### src/rtl/vpk_pkg.sv
package vpk_pkg;

  typedef enum logic [0:0] {
    FMT_444 = 1'b0,
    FMT_422 = 1'b1
  } fmt_e;

  // Bits per component for a depth code, clamped to the field width.
  function automatic int depth_bits(input logic [2:0] code, input int max_w);
    int w;
    case (code)
      3'd0:    w = 6;
      3'd1:    w = 8;
      3'd2:    w = 10;
      3'd3:    w = 12;
      default: w = 16;
    endcase
    if (w > max_w) w = max_w;
    return w;
  endfunction

endpackage

### src/rtl/vpk_formatter.sv
module vpk_formatter #(
  parameter int COMP_W = 16
) (
  input  logic [2:0]            depth_code,
  input  vpk_pkg::fmt_e         fmt,
  input  logic                  cr_phase,
  input  logic [COMP_W-1:0]     c0,
  input  logic [COMP_W-1:0]     c1,
  input  logic [COMP_W-1:0]     c2,
  output logic [3*COMP_W-1:0]   lane
);
  localparam int LANE_W = 3 * COMP_W;
  localparam int HALF_W = LANE_W / 2;
  localparam int PAD_W  = HALF_W - COMP_W;
  localparam int SH_W   = $clog2(COMP_W + 1);

  logic [SH_W-1:0]   sh;
  logic [COMP_W-1:0] f0, f1, f2, chroma;

  // Left shift drops bits above the depth and zero-fills below it.
  assign sh     = SH_W'(COMP_W - vpk_pkg::depth_bits(depth_code, COMP_W));
  assign f0     = c0 << sh;
  assign f1     = c1 << sh;
  assign f2     = c2 << sh;
  assign chroma = cr_phase ? f2 : f1;

  always_comb begin
    if (fmt == vpk_pkg::FMT_422)
      lane = {f0, {PAD_W{1'b0}}, chroma, {PAD_W{1'b0}}};
    else
      lane = {f0, f1, f2};
  end
endmodule

### src/rtl/vpk_linectl.sv
module vpk_linectl #(
  parameter int MODE_W = 2
) (
  input  logic              clk,
  input  logic              rst,
  input  logic              in_valid,
  input  logic              in_eol,
  input  logic [2:0]        depth_in,
  input  vpk_pkg::fmt_e     fmt_in,
  input  logic [MODE_W-1:0] mode_in,
  output logic [2:0]        depth_eff,
  output vpk_pkg::fmt_e     fmt_eff,
  output logic [MODE_W-1:0] mode_eff,
  output logic              cr_phase
);
  logic              line_start;
  logic [2:0]        depth_q;
  vpk_pkg::fmt_e     fmt_q;
  logic [MODE_W-1:0] mode_q;

  assign depth_eff = line_start ? depth_in : depth_q;
  assign fmt_eff   = line_start ? fmt_in   : fmt_q;
  assign mode_eff  = line_start ? mode_in  : mode_q;

  always_ff @(posedge clk) begin
    if (rst) begin
      line_start <= 1'b1;
      cr_phase   <= 1'b0;
      depth_q    <= '0;
      fmt_q      <= vpk_pkg::FMT_444;
      mode_q     <= '0;
    end else if (in_valid) begin
      line_start <= in_eol;
      cr_phase   <= in_eol ? 1'b0 : ~cr_phase;
      if (line_start) begin
        depth_q <= depth_in;
        fmt_q   <= fmt_in;
        mode_q  <= mode_in;
      end
    end
  end
endmodule

### src/rtl/vpk_lane_accum.sv
module vpk_lane_accum #(
  parameter int LANE_W    = 48,
  parameter int MAX_LANES = 4,
  parameter int MODE_W    = 2
) (
  input  logic                          clk,
  input  logic                          rst,
  input  logic                          px_valid,
  input  logic                          px_eol,
  input  logic [MODE_W-1:0]             mode,
  input  logic [LANE_W-1:0]             px_lane,
  output logic [MAX_LANES*LANE_W-1:0]   out_data,
  output logic [MAX_LANES-1:0]          out_lane_vld,
  output logic                          out_word_vld
);
  localparam int CNT_W   = $clog2(MAX_LANES);
  localparam int MAX_LOG = $clog2(MAX_LANES);

  logic [CNT_W-1:0]  fill;
  logic [CNT_W-1:0]  last_idx;
  logic [MODE_W-1:0] mode_cl;
  logic              closing;
  logic [LANE_W-1:0] acc   [MAX_LANES];
  logic [LANE_W-1:0] out_q [MAX_LANES];

  assign mode_cl  = (int'(mode) > MAX_LOG) ? MODE_W'(MAX_LOG) : mode;
  assign last_idx = CNT_W'((1 << mode_cl) - 1);
  assign closing  = px_eol || (fill == last_idx);

  always_ff @(posedge clk) begin
    if (rst) begin
      fill         <= '0;
      out_word_vld <= 1'b0;
    end else begin
      out_word_vld <= px_valid && closing;
      if (px_valid) fill <= closing ? '0 : fill + 1'b1;
    end
  end

  for (genvar i = 0; i < MAX_LANES; i++) begin : g_lane
    always_ff @(posedge clk) begin
      if (rst) begin
        acc[i]          <= '0;
        out_q[i]        <= '0;
        out_lane_vld[i] <= 1'b0;
      end else if (px_valid) begin
        if (closing) begin
          acc[i]          <= '0;
          out_q[i]        <= (CNT_W'(i) == fill) ? px_lane : acc[i];
          out_lane_vld[i] <= (CNT_W'(i) <= fill);
        end else if (CNT_W'(i) == fill) begin
          acc[i] <= px_lane;
        end
      end
    end
    assign out_data[i*LANE_W +: LANE_W] = out_q[i];
  end
endmodule

### src/rtl/vid_lane_packer.sv
module vid_lane_packer #(
  parameter int COMP_W    = 16,
  parameter int MAX_LANES = 4,
  parameter int LANE_W    = 3 * COMP_W,
  parameter int MODE_W    = $clog2($clog2(MAX_LANES) + 1)
) (
  input  logic                        clk,
  input  logic                        rst,
  input  logic                        in_valid,
  input  logic                        in_eol,
  input  logic [COMP_W-1:0]           in_c0,
  input  logic [COMP_W-1:0]           in_c1,
  input  logic [COMP_W-1:0]           in_c2,
  input  logic [2:0]                  cfg_depth,
  input  logic                        cfg_fmt,
  input  logic [MODE_W-1:0]           cfg_mode,
  output logic [MAX_LANES*LANE_W-1:0] out_data,
  output logic [MAX_LANES-1:0]        out_lane_vld,
  output logic                        out_word_vld
);
  logic [2:0]        depth_eff;
  vpk_pkg::fmt_e     fmt_eff;
  logic [MODE_W-1:0] mode_eff;
  logic              cr_phase;
  logic [LANE_W-1:0] px_lane;

  vpk_linectl #(.MODE_W(MODE_W)) u_line (
    .clk       (clk),
    .rst       (rst),
    .in_valid  (in_valid),
    .in_eol    (in_eol),
    .depth_in  (cfg_depth),
    .fmt_in    (vpk_pkg::fmt_e'(cfg_fmt)),
    .mode_in   (cfg_mode),
    .depth_eff (depth_eff),
    .fmt_eff   (fmt_eff),
    .mode_eff  (mode_eff),
    .cr_phase  (cr_phase)
  );

  vpk_formatter #(.COMP_W(COMP_W)) u_fmt (
    .depth_code (depth_eff),
    .fmt        (fmt_eff),
    .cr_phase   (cr_phase),
    .c0         (in_c0),
    .c1         (in_c1),
    .c2         (in_c2),
    .lane       (px_lane)
  );

  vpk_lane_accum #(.LANE_W(LANE_W), .MAX_LANES(MAX_LANES), .MODE_W(MODE_W)) u_acc (
    .clk          (clk),
    .rst          (rst),
    .px_valid     (in_valid),
    .px_eol       (in_eol),
    .mode         (mode_eff),
    .px_lane      (px_lane),
    .out_data     (out_data),
    .out_lane_vld (out_lane_vld),
    .out_word_vld (out_word_vld)
  );
endmodule

### config.mk
export PLATFORM = sky130hd
export DESIGN_NAME = vid_lane_packer
export DESIGN_NICKNAME = d
export VERILOG_FILES = /design/src/rtl/vpk_pkg.sv /design/src/rtl/vpk_formatter.sv /design/src/rtl/vpk_linectl.sv /design/src/rtl/vpk_lane_accum.sv /design/src/rtl/vid_lane_packer.sv
export SDC_FILE = /design/constraint.sdc
export NUM_CORES = 1
export LEC_CHECK = 0
export CAP_MARGIN = 5
export CORE_UTILIZATION = 55
export DETAILED_ROUTE_END_ITERATION = 16
export HOLD_SLACK_MARGIN = 0.08
export PLACE_DENSITY_LB_ADDON = 0.2
export SLEW_MARGIN = 20
export SYNTH_ARGS = -nofsm -noshare
export SYNTH_HDL_FRONTEND = slang
export SYNTH_SLANG_ARGS = --single-unit
### constraint.sdc
create_clock -name clk -period 7.5 [get_ports clk]
set_input_delay 1.125 -clock clk [delete_from_list [all_inputs] [get_ports clk]]
set_output_delay 1.125 -clock clk [all_outputs]
set_load 0.02 [all_outputs]
=== Word level (Yosys, flattened, before mapping) ===
Memories as Yosys holds them, arrays and structs flattened.
Index checks and enable logic that the tools add are counted.

* Latch bits: 0
* Word-level logic and storage cells: 103
* Input bits: 58
* Flip-flop bits (word level): 15
* Memory bits (read-only): 0
* Bits in writable memories: 384
* Output and inout port bits: 197
* Memories: 2

* Muxes and demuxes: 52
* Divide/modulo/power cells: 0
* $lt $le $gt $ge: 6
* Shift-type cells: 4
* Reduce and logical (&&, ||, !) cells: 5
* Equal/unequal tests: 7
* Bitwise operators: 13
* $mul: 0
* Add/subtract/negate cells: 3

{| class="wikitable"
|+ Memories
! name !! depth !! bits a word !! rd ports !! clocked after Yosys merged registers in !! write ports !! RTL line !! text
|-
| u_acc.acc || 4 || 48 || 4 || 0 || 4 || vpk_lane_accum.sv:23 || <nowiki>logic [LANE_W-1:0] acc [MAX_LANES];</nowiki>
|-
| u_acc.out_q || 4 || 48 || 4 || 0 || 4 || vpk_lane_accum.sv:24 || <nowiki>logic [LANE_W-1:0] out_q [MAX_LANES];</nowiki>
|}

{| class="wikitable"
|+ Operators by type and width
! operator !! number
|-
| 48-bit two-way mux || 16
|-
| 16-bit by 5-bit << shifter with 16-bit output || 3
|-
| 32-bit two-way mux || 1
|-
| 1-bit two-way mux || 28
|-
| 5-bit one-hot mux with 4 select lines || 1
|-
| 16-bit two-way mux || 1
|-
| 1-bit bitwise OR || 12
|-
| 3-bit by 2-bit equality test with 1-bit output, second input constant || 2
|-
| 2-bit two-way mux || 3
|-
| 5-bit > comparator, second input constant || 1
|-
| 5-bit two-way mux || 1
|-
| 5-bit subtractor, first input constant || 1
|-
| 2-bit equality test, first input constant || 2
|-
| 1-bit by 2-bit <= comparator with 1-bit output, first input constant || 2
|-
| 2-bit <= comparator, first input constant || 2
|-
| 3-bit by 1-bit equality test with 1-bit output, second input constant || 1
|-
| 3-bit zero test || 1
|-
| 3-bit two-way mux || 1
|-
| 2-bit by 1-bit adder with 2-bit output, second input constant || 1
|-
| 1-bit by 2-bit equality test with 1-bit output, first input constant || 1
|-
| 2-bit equality test || 1
|-
| 2-bit > comparator, second input constant || 1
|-
| 2-bit zero test || 1
|-
| 2-bit AND reduction || 1
|-
| 5 further kinds || 5
|}

=== Logic depth before layout (Yosys ltp) ===
Gate-level depths: netlist (run 1).

* Depth after elaboration: 13
* Mapped depth: 16
* Mapped depth without buffers: 12

=== By module ===
From an unflattened synthesis (run 1), not the netlist that was laid out.

* Cell total of the unflattened synthesis: 1,429
* Area total of the unflattened synthesis: 19,058.3 um2

{| class="wikitable"
|+ By module, submodules not included
! module !! cells an instance !! times used !! area an instance (um2) !! sequential area each (um2)
|-
| vpk_lane_accum || 1,107 || 1 || 16,691.0 || 11,671.2
|-
| vpk_formatter || 281 || 1 || 1,959.4 || 0.0
|-
| vpk_linectl || 41 || 1 || 407.9 || 160.2
|}

=== Least setup slack after synthesis (run 1) ===
No wires, ideal clock.

* Kind: input to register
* Start: in cfg_mode[1]
* End: mem u_acc.out_q[0][0] (enable)
* Library setup time: 0.545 ns
* Arrival time: 5.680 ns
* Required time: 6.955 ns
* Path buffers: 0
* Slack: 1.275 ns
* Stages on the path: 4
* Cells stage by stage: mux2_2 o31ai_1 a21oi_1 inv_1

{| class="wikitable"
|+ RTL lines
! item !! RTL line !! text
|-
| start, declared || vid_lane_packer.sv:16 || <nowiki>input logic [MODE_W-1:0] cfg_mode,</nowiki>
|-
| end, declared || vpk_lane_accum.sv:24 ||
|}

==> summary.txt, run 1 <==
Routing
  • Routed vias/inst: between 5 and 6
  • Routed vias: roughly 13,000
  • Drt pass-1 iters: 6
  • Post-route ant nets: 0
  • Wire per inst: around 23 um
  • Residual DRC count: 0
  • Drt total wl: between 40,000 and 50,000 um
  • Iter 0 DRT Violations: 1,480

Worst setup path
  • FF-to-FF Start: u_line.line_start$_SDFFE_PP1P_
  • Reg2Reg Setup Slack: around 2.1 ns
  • Crit. End Element: flip-flop
  • CP delay by family, top: buffers and inverters
  • R2r endpoint: u_acc.out_q[0][20]$_SDFFCE_PN0P_
  • Worst setup path class: in2reg
  • Worst stage delay on the critical path: ~0.85 ns
  • Reg2reg path depth: 11
  • CP bufs+invs: 3
  • Worst setup SP type: input port
  • Required time worst endpoint: around 7.7 ns
  • Critical path data arrival time: about 5.8 ns
  • Critical path cell sequence: clkdlybuf4s50_1 -> or3b_1 -> nand2_8 -> inv_4 -> ha_2 -> inv_1 -> nand4_1 -> o211ai_1 -> mux2i_1 -> mux2i_1 -> a21oi_1 -> a21oi_1
  • Slowest CP cell: ha_2
  • Largest fanout on the critical path: 35

Clocking
  • H-tree depth: 2
  • # clock sinks: roughly 400
  • Hold bufs inserted after CTS: 0
  • Clk buf depth: 3
  • Clk Latency, worst-skew pair: ~0.54 ns
  • CTS tree: yes
  • # resized after CTS: 0
  • Clock slew at reported path FFs: 0.06 ns
  • TritonCTS Buffers: 40
  • CTS root buf: clkbuf_16
  • # Post-CTS Setup Buffers: 0

Layout
  • Non-Filler Instances: approximately 2,100
  • Area delta synth->final: 23.0%
  • Area used by multi-input combinational logic: ~5900 um2
  • Layout cells sized above 1: 0.0843
  • Layout fillers: 2,294
  • Fin nets: 1,707
  • Register Area: 11,800 um2

Yosys
  • Post-synth EDFFs: ~380
  • Synth top area share: 0.636
  • Syn Std Cell Area: ~18,000 um2
  • Distinct cells, synth: 65
  • Leading area contributor after synthesis: edfxtp_1
  • Top-count cell post-synth: edfxtp_1
  • Ys async rst share: 0
  • Synthesis-stage register bit count: between 300 and 400
  • Synth warn: 0
  • Sequential-to-total area share from yosys stat: 0.653
  • Post-synth top flop: edfxtp_1
  • Synth Net Count: approximately 1,500
  • Synth Instances: 1,439
  • Synth top area cells: edfxtp_1 (64%), mux2i_1 (7.6%), nor2_1 (7.0%)
  • Mean post-synth cell area: roughly 13 um2
  • Commonest cells post-synth: edfxtp_1 (384), nor2_1 (336), mux2i_1 (137), o21ai_0 (83), clkbuf_1 (80)

Hold path
  • Hold Path Class: reg2reg
  • Min-delay src: u_acc.out_lane_vld[3]$_SDFFE_PP0P_
  • Hold endpoint: u_acc.out_lane_vld[3]$_SDFFE_PP0P_
  • WHS Path Cells: 2

GRT
  • GRT Total Usage: 0.292
  • Most Crowded Layer GR: met2
  • Total grt overflow: 0
  • GR Layer Usage met1: 0.399
  • Global-route wire length before repair: between 70,000 and 80,000 um
  • Met3 Use GR: 0.0529
  • Vias in the first global route: approximately 12,000
  • Initial antenna violation count: 2
  • Met2 Track Usage GR: 0.472
  • Largest net degree at the start of global routing: 116

Pwr
  • Maximum VDD drop: 0.202 mV
  • Leak: 8.03 nW
  • P per Cell Area: about 260 nW/um2

Outcome
  • Status: finished clean

Place
  • Post-Place Setup Slack: about 1.4 ns
  • Placed Instances: between 2,000 and 2,500
  • Routability cong.: around 0.96
  • Port Buf Inserts: between 200 and 300
  • Detailed Place HPWL: 29,900 um

Timing
  • Worst Skew: slightly above 0.02 ns
  • RSZ-0062 raised after global routing: no
  • Final Hold Vio Count: 0
  • Final worst setup slack: 1.91 ns
  • Final min period: between 5 and 6 ns
  • Final setup vio count: 0
  • Ratio of final minimum period to clock period: 0.746
  • Slew Limit Headroom: 0.232
  • Fin. max-slew vios: 0
  • Setup TNS: 0 ns
  • Worst Max-Slew Pin Slew: approximately 1.1 ns
  • Achievable Freq: 179 MHz

Floorplanning
  • Ports: 255
  • Die area: between 30,000 and 40,000 um2
  • Starting Density: 0.558
  • Die W: ~180 um
  • Row cnt: 66
  • Die extent in y: about 180 um
  • Core area: approximately 32,000 um2

Job
  • # Max-Cap Violations: 0
==> flip-flops by register name, summed over array words and instances, names as in the netlist, 2 cells and up <==
register and count:
u_acc.acc 192, u_acc.out_q 192, u_acc.out_lane_vld 4, u_line.depth_q 3, u_acc.fill 2, u_line.mode_q 2
==> logic make-up after synthesis <==
kind of cell | Yosys count | synth area share
muxes | 176 | 0.117
buffers and inverters | 124 | 0.0286
AOI/OAI and AO/OA | 224 | 0.0769
adders and majority gates | 5 | 0.00345
and+or+nand+nor | 506 | 0.118
DFF | 399 | 0.653
xor gates and xnor gates | 5 | 0.00283
==> stage by stage <==
step | util | total power, mW | hold slack, ns | instance area, um2
after floorplan | - | 3.43 | 0.436 | 18100
after global placement | 0.648 | 3.87 | 0.442 | 21000
after detailed placement | 0.648 | 3.89 | 0.439 | 21000
after CTS | 0.686 | 5.80 | 0.456 | 22300
after global routing | 0.686 | 5.97 | 0.478 | 22300
final | 0.687 | 5.80 | 0.458 | 22300
==> worst max path at each step <==
| stage | start | to | slack, ns | depth (start not counted) |
|---|---|---|---|---|
| after floorplan | cfg_mode[1] | u_acc.out_q[0][0]$_SDFFCE_PN0P_ | 1.28 | 4 |
| after global routing | cfg_depth[0] | u_acc.out_q[0][20]$_SDFFCE_PN0P_ | 1.51 | 12 |
| after detailed placement | cfg_depth[0] | u_acc.out_q[0][20]$_SDFFCE_PN0P_ | 1.42 | 12 |
| after CTS | cfg_depth[0] | u_acc.out_q[0][20]$_SDFFCE_PN0P_ | 1.95 | 12 |
| after global placement | cfg_depth[0] | u_acc.out_q[0][20]$_SDFFCE_PN0P_ | 1.61 | 12 |
| final | cfg_depth[0] | u_acc.out_q[0][20]$_SDFFCE_PN0P_ | 1.91 | 12 |
==> metal layers <==
layer  vias up  part of all wire
li1       5672                 -
met1      6210              0.40
met2       639              0.48
met3       103             0.087
met4         2             0.036
met5         -           0.00035
==> layout by cell type, fill, tap and decap left out, types with 3 or more instances in the layout <==
master | Yosys | routed
nand2_1 | 66 | 57
a211o_1 | 6 | 6
a221oi_1 | 4 | 4
a21oi_1 | 73 | 73
a31o_2 | 3 | 3
clkinv_2 | 0 | 6
clkinv_1 | 0 | 10
o21ai_0 | 83 | 83
mux2i_1 | 137 | 136
clkdlybuf4s50_1 | 0 | 254
nand4_1 | 4 | 4
mux4_1 | 9 | 9
or3_1 | 3 | 3
nor3_1 | 22 | 22
inv_6 | 0 | 3
o211a_1 | 4 | 4
mux4_2 | 15 | 15
nand2_2 | 0 | 8
and3_1 | 7 | 7
buf_4 | 1 | 20
clkbuf_16 | 0 | 41
nand3b_1 | 17 | 17
mux2_2 | 14 | 14
nand2b_1 | 7 | 7
dfxtp_1 | 15 | 15
edfxtp_1 | 384 | 384
and2_1 | 5 | 5
nand3_1 | 24 | 24
ha_4 | 0 | 4
a211oi_1 | 3 | 3
clkbuf_1 | 80 | 6
nor2_1 | 336 | 336
bufinv_16 | 0 | 3
a31oi_1 | 7 | 7
a21o_1 | 13 | 13
nor2b_1 | 6 | 6
inv_1 | 11 | 9
==> report_power, final <==
group / leakage [nW] / switching (mW) / internal [mW]
registers: 4.28 / 0.0645 / 2.63
logic: 3.14 / 0.751 / 0.414
clock network: 0.607 / 0.830 / 1.10
==> worst min-delay path: cells and delay by family, from the launching register on <==
family / cells / cell delay [ns]
DFF: 1 / 0.32
and+or+nand+nor: 2 / 0.09
==> cell type report <==
type / instances / area share
clock inverter: 24 / 0.00893
timing repair buffer: 275 / 0.122
antenna: 2 / 0.000225
tap: 442 / 0.0248
multi-input combinational: 916 / 0.264
inverter: 12 / 0.00236
sequential: 399 / 0.531
clock buffer: 47 / 0.0471
(Power assumes the default switching activity.)
==> inputs of run 2 (changes only) <==
--- a/config.mk
+++ b/config.mk
@@ -6,7 +6,7 @@
 export NUM_CORES = 1
 export LEC_CHECK = 0
 export CAP_MARGIN = 5
-export CORE_UTILIZATION = 55
+export CORE_UTILIZATION = 50
 export DETAILED_ROUTE_END_ITERATION = 16
 export HOLD_SLACK_MARGIN = 0.08
 export PLACE_DENSITY_LB_ADDON = 0.2
==> constraint.sdc (replaced) <==
create_clock -name clk -period 4.5 [get_ports clk]
set_input_delay 0.675 -clock clk [delete_from_list [all_inputs] [get_ports clk]]
set_output_delay 0.675 -clock clk [all_outputs]
set_load 0.02 [all_outputs]
==> summary.txt, run 2 (synthesized netlist as in run 1, its figures left out) <==
Outcome
  • Status: finished clean

Routing
  • Wire per inst: 22.9 um
  • Post-route ant nets: 0
  • Residual DRC count: 0
  • Routed vias/inst: between 5 and 6
  • Iter 0 DRT Violations: around 1,200
  • Routed vias: 12,600
  • Drt pass-1 iters: 6
  • Drt total wl: between 40,000 and 50,000 um

GRT
  • Vias in the first global route: about 12,000
  • Largest net degree at the start of global routing: 73
  • GRT Total Usage: 0.272
  • Initial antenna violation count: 7
  • Total grt overflow: 0
  • Global-route wire length before repair: roughly 74,000 um

Pwr
  • Leak: 8.24 nW
  • Switch Pwr: 2.75 mW
  • Logic gate share of total power: 0.208
  • Maximum VDD drop: roughly 0.3 mV
  • P per Cell Area: between 400 and 500 nW/um2
  • Clk network pwr share: 0.334
  • Internal power: 7.06 mW
  • Sw frac: 0.280
  • Flop pwr share: 0.458

Clocking
  • TritonCTS Buffers: 41
  • CTS tree: yes
  • # clock sinks: 399
  • H-tree depth: 2
  • Hold bufs inserted after CTS: 0
  • Clock slew at reported path FFs: 0.06 ns
  • # resized after CTS: 0
  • Clk buf depth: 3
  • Clk Latency, worst-skew pair: between 0.5 and 0.6 ns
  • CTS root buf: clkbuf_16
  • # Post-CTS Setup Buffers: 0

Layout
  • Fin nets: 1,742
  • Non-Filler Instances: roughly 2,200
  • Layout cells sized above 1: 0.103
  • Biggest regs: u_acc.acc (192), u_acc.out_q (192), u_acc.out_lane_vld (4)
  • Area delta synth->final: 25.2%
  • Finished Cell Area: about 23,000 um2
  • Leading cell type in the layout, fill and taps excluded: edfxtp_1
  • Commonest non-fill, non-tap cells in the layout: edfxtp_1 (384), nor2_1 (336), clkdlybuf4s50_1 (254)
  • Util after Layout: 0.638

Timing
  • Ratio of final minimum period to clock period: 0.855
  • Fin. max-slew vios: 0
  • Final setup vio count: 0
  • Final Hold Vio Count: 0
  • Worst Max-Slew Pin Slew: roughly 0.99 ns
  • RSZ-0062 raised after global routing: no
  • Setup TNS: 0 ns
  • Achievable Freq: about 260 MHz
  • Worst Skew: ~0.019 ns
  • Final min period: a little under 4 ns
  • Slew Limit Headroom: 0.332
  • Final worst setup slack: 0.653 ns

Job
  • # Max-Cap Violations: 0

Worst setup path
  • Critical path data arrival time: around 4.1 ns
  • Reg2Reg Setup Slack: 0.91 ns
  • Crit. End Element: flip-flop
  • Required time worst endpoint: 4.76 ns
  • WP depth: 14
  • Reg2reg path depth: 13
  • CP delay by family, top: buffers and inverters
  • R2r endpoint: u_acc.out_q[3][20]$_SDFFCE_PN0P_
  • CP bufs+invs: 5
  • Slowest CP cell: or3b_1
  • Critical path cell sequence: clkdlybuf4s50_1 -> or3b_1 -> nand2_8 -> inv_4 -> ha_2 -> inv_1 -> buf_4 -> nand4_1 -> o211ai_1 -> mux2i_1 -> mux2i_1 -> a21oi_1 -> buf_4 -> a21oi_1
  • Origin of the worst setup path: cfg_depth[2]
  • FF-to-FF Start: u_line.depth_q[2]$_SDFFE_PP0P_
  • Worst stage delay on the critical path: 0.55 ns
  • Worst setup SP type: input port
  • Worst setup path class: in2reg
  • Largest fanout on the critical path: 9

Hold path
  • Hold endpoint: u_acc.out_lane_vld[2]$_SDFFE_PP0P_
  • Hold Path Class: reg2reg
  • Min-delay src: u_acc.out_lane_vld[2]$_SDFFE_PP0P_
  • WHS Path Cells: 2

Floorplanning
  • Ports: around 260
  • Core area: around 36,000 um2
  • Row cnt: 69
  • Die extent in y: ~190 um
  • Starting Density: 0.509
  • Die W: between 150 and 200 um
  • Die area: between 30,000 and 40,000 um2

Place
  • Detailed Place HPWL: between 30,000 and 40,000 um
  • Port Buf Inserts: between 200 and 300
  • Placed Instances: 2,097
  • Post-Place Setup Slack: 0.160 ns
  • Placed Instance Area: roughly 21,000 um2
  • Routability cong.: 0.922
[run 2: cell count changes in the layout (fill, tap and decap cells not counted), sizes merged]
cell	previous run	this run
buf	21	55
clkbuf	47	50
diode	2	4
inv	14	12
clkinv	17	16
[run 2: area by class of cell]
type / instances / area, um2
fillers: 2800 / 12900
diodes: 4 / 10.0
clock buffers: 50 / 1100
clock inverters: 21 / 173
well taps: 461 / 577
repair buffers: 309 / 3040
flip-flops and latches: 399 / 11800
inverters: 12 / 51.3
multi-input cells: 916 / 5890
[run 2: worst max path at each step]
| stage | endpoint |
|---|---|
| floorplan | u_acc.out_q[0][0]$_SDFFCE_PN0P_ |
| global placement | u_acc.out_q[3][20]$_SDFFCE_PN0P_ |
| detailed placement | u_acc.out_q[3][20]$_SDFFCE_PN0P_ |
| CTS | u_acc.out_q[3][20]$_SDFFCE_PN0P_ |
| global route | u_acc.out_q[3][20]$_SDFFCE_PN0P_ |
| finish | u_acc.out_q[3][20]$_SDFFCE_PN0P_ |
[run 2: layer usage]
layer | GRT usage | part of all wire | vias to the layer above
li1 | - | - | 5748
met1 | 0.366 | 0.40 | 6148
met2 | 0.430 | 0.47 | 605
met3 | 0.0596 | 0.089 | 91
met4 | 0.111 | 0.035 | 4
met5 | 0 | 0.00046 | -
[run 2: worst min-delay path, stage by stage (launching register included)]
cell,delay [ns]
dfxtp_1,0.30
nand2_1,0.05
nand2_1,0.04
[run 2: power groups by stage]
stage	clock network (mW)	logic, mW	registers [mW]
floorplan	0	0.965	4.75
finish	3.28	2.05	4.49
CTS	3.32	2.04	4.49
global route	3.46	2.19	4.51
detailed placement	0	2.03	4.57
global placement	0	2.02	4.56
[run 2: per-stage QoR]
| stage | power, mW | hold slack [ns] |
|---|---|---|
| 6_report | 9.81 | 0.439 |
| 5_1_grt | 10.2 | 0.467 |
| 4_1_cts | 9.85 | 0.441 |
| 3_5_place_dp | 6.60 | 0.436 |
| 3_3_place_gp | 6.58 | 0.434 |
| 2_1_floorplan | 5.71 | 0.436 |
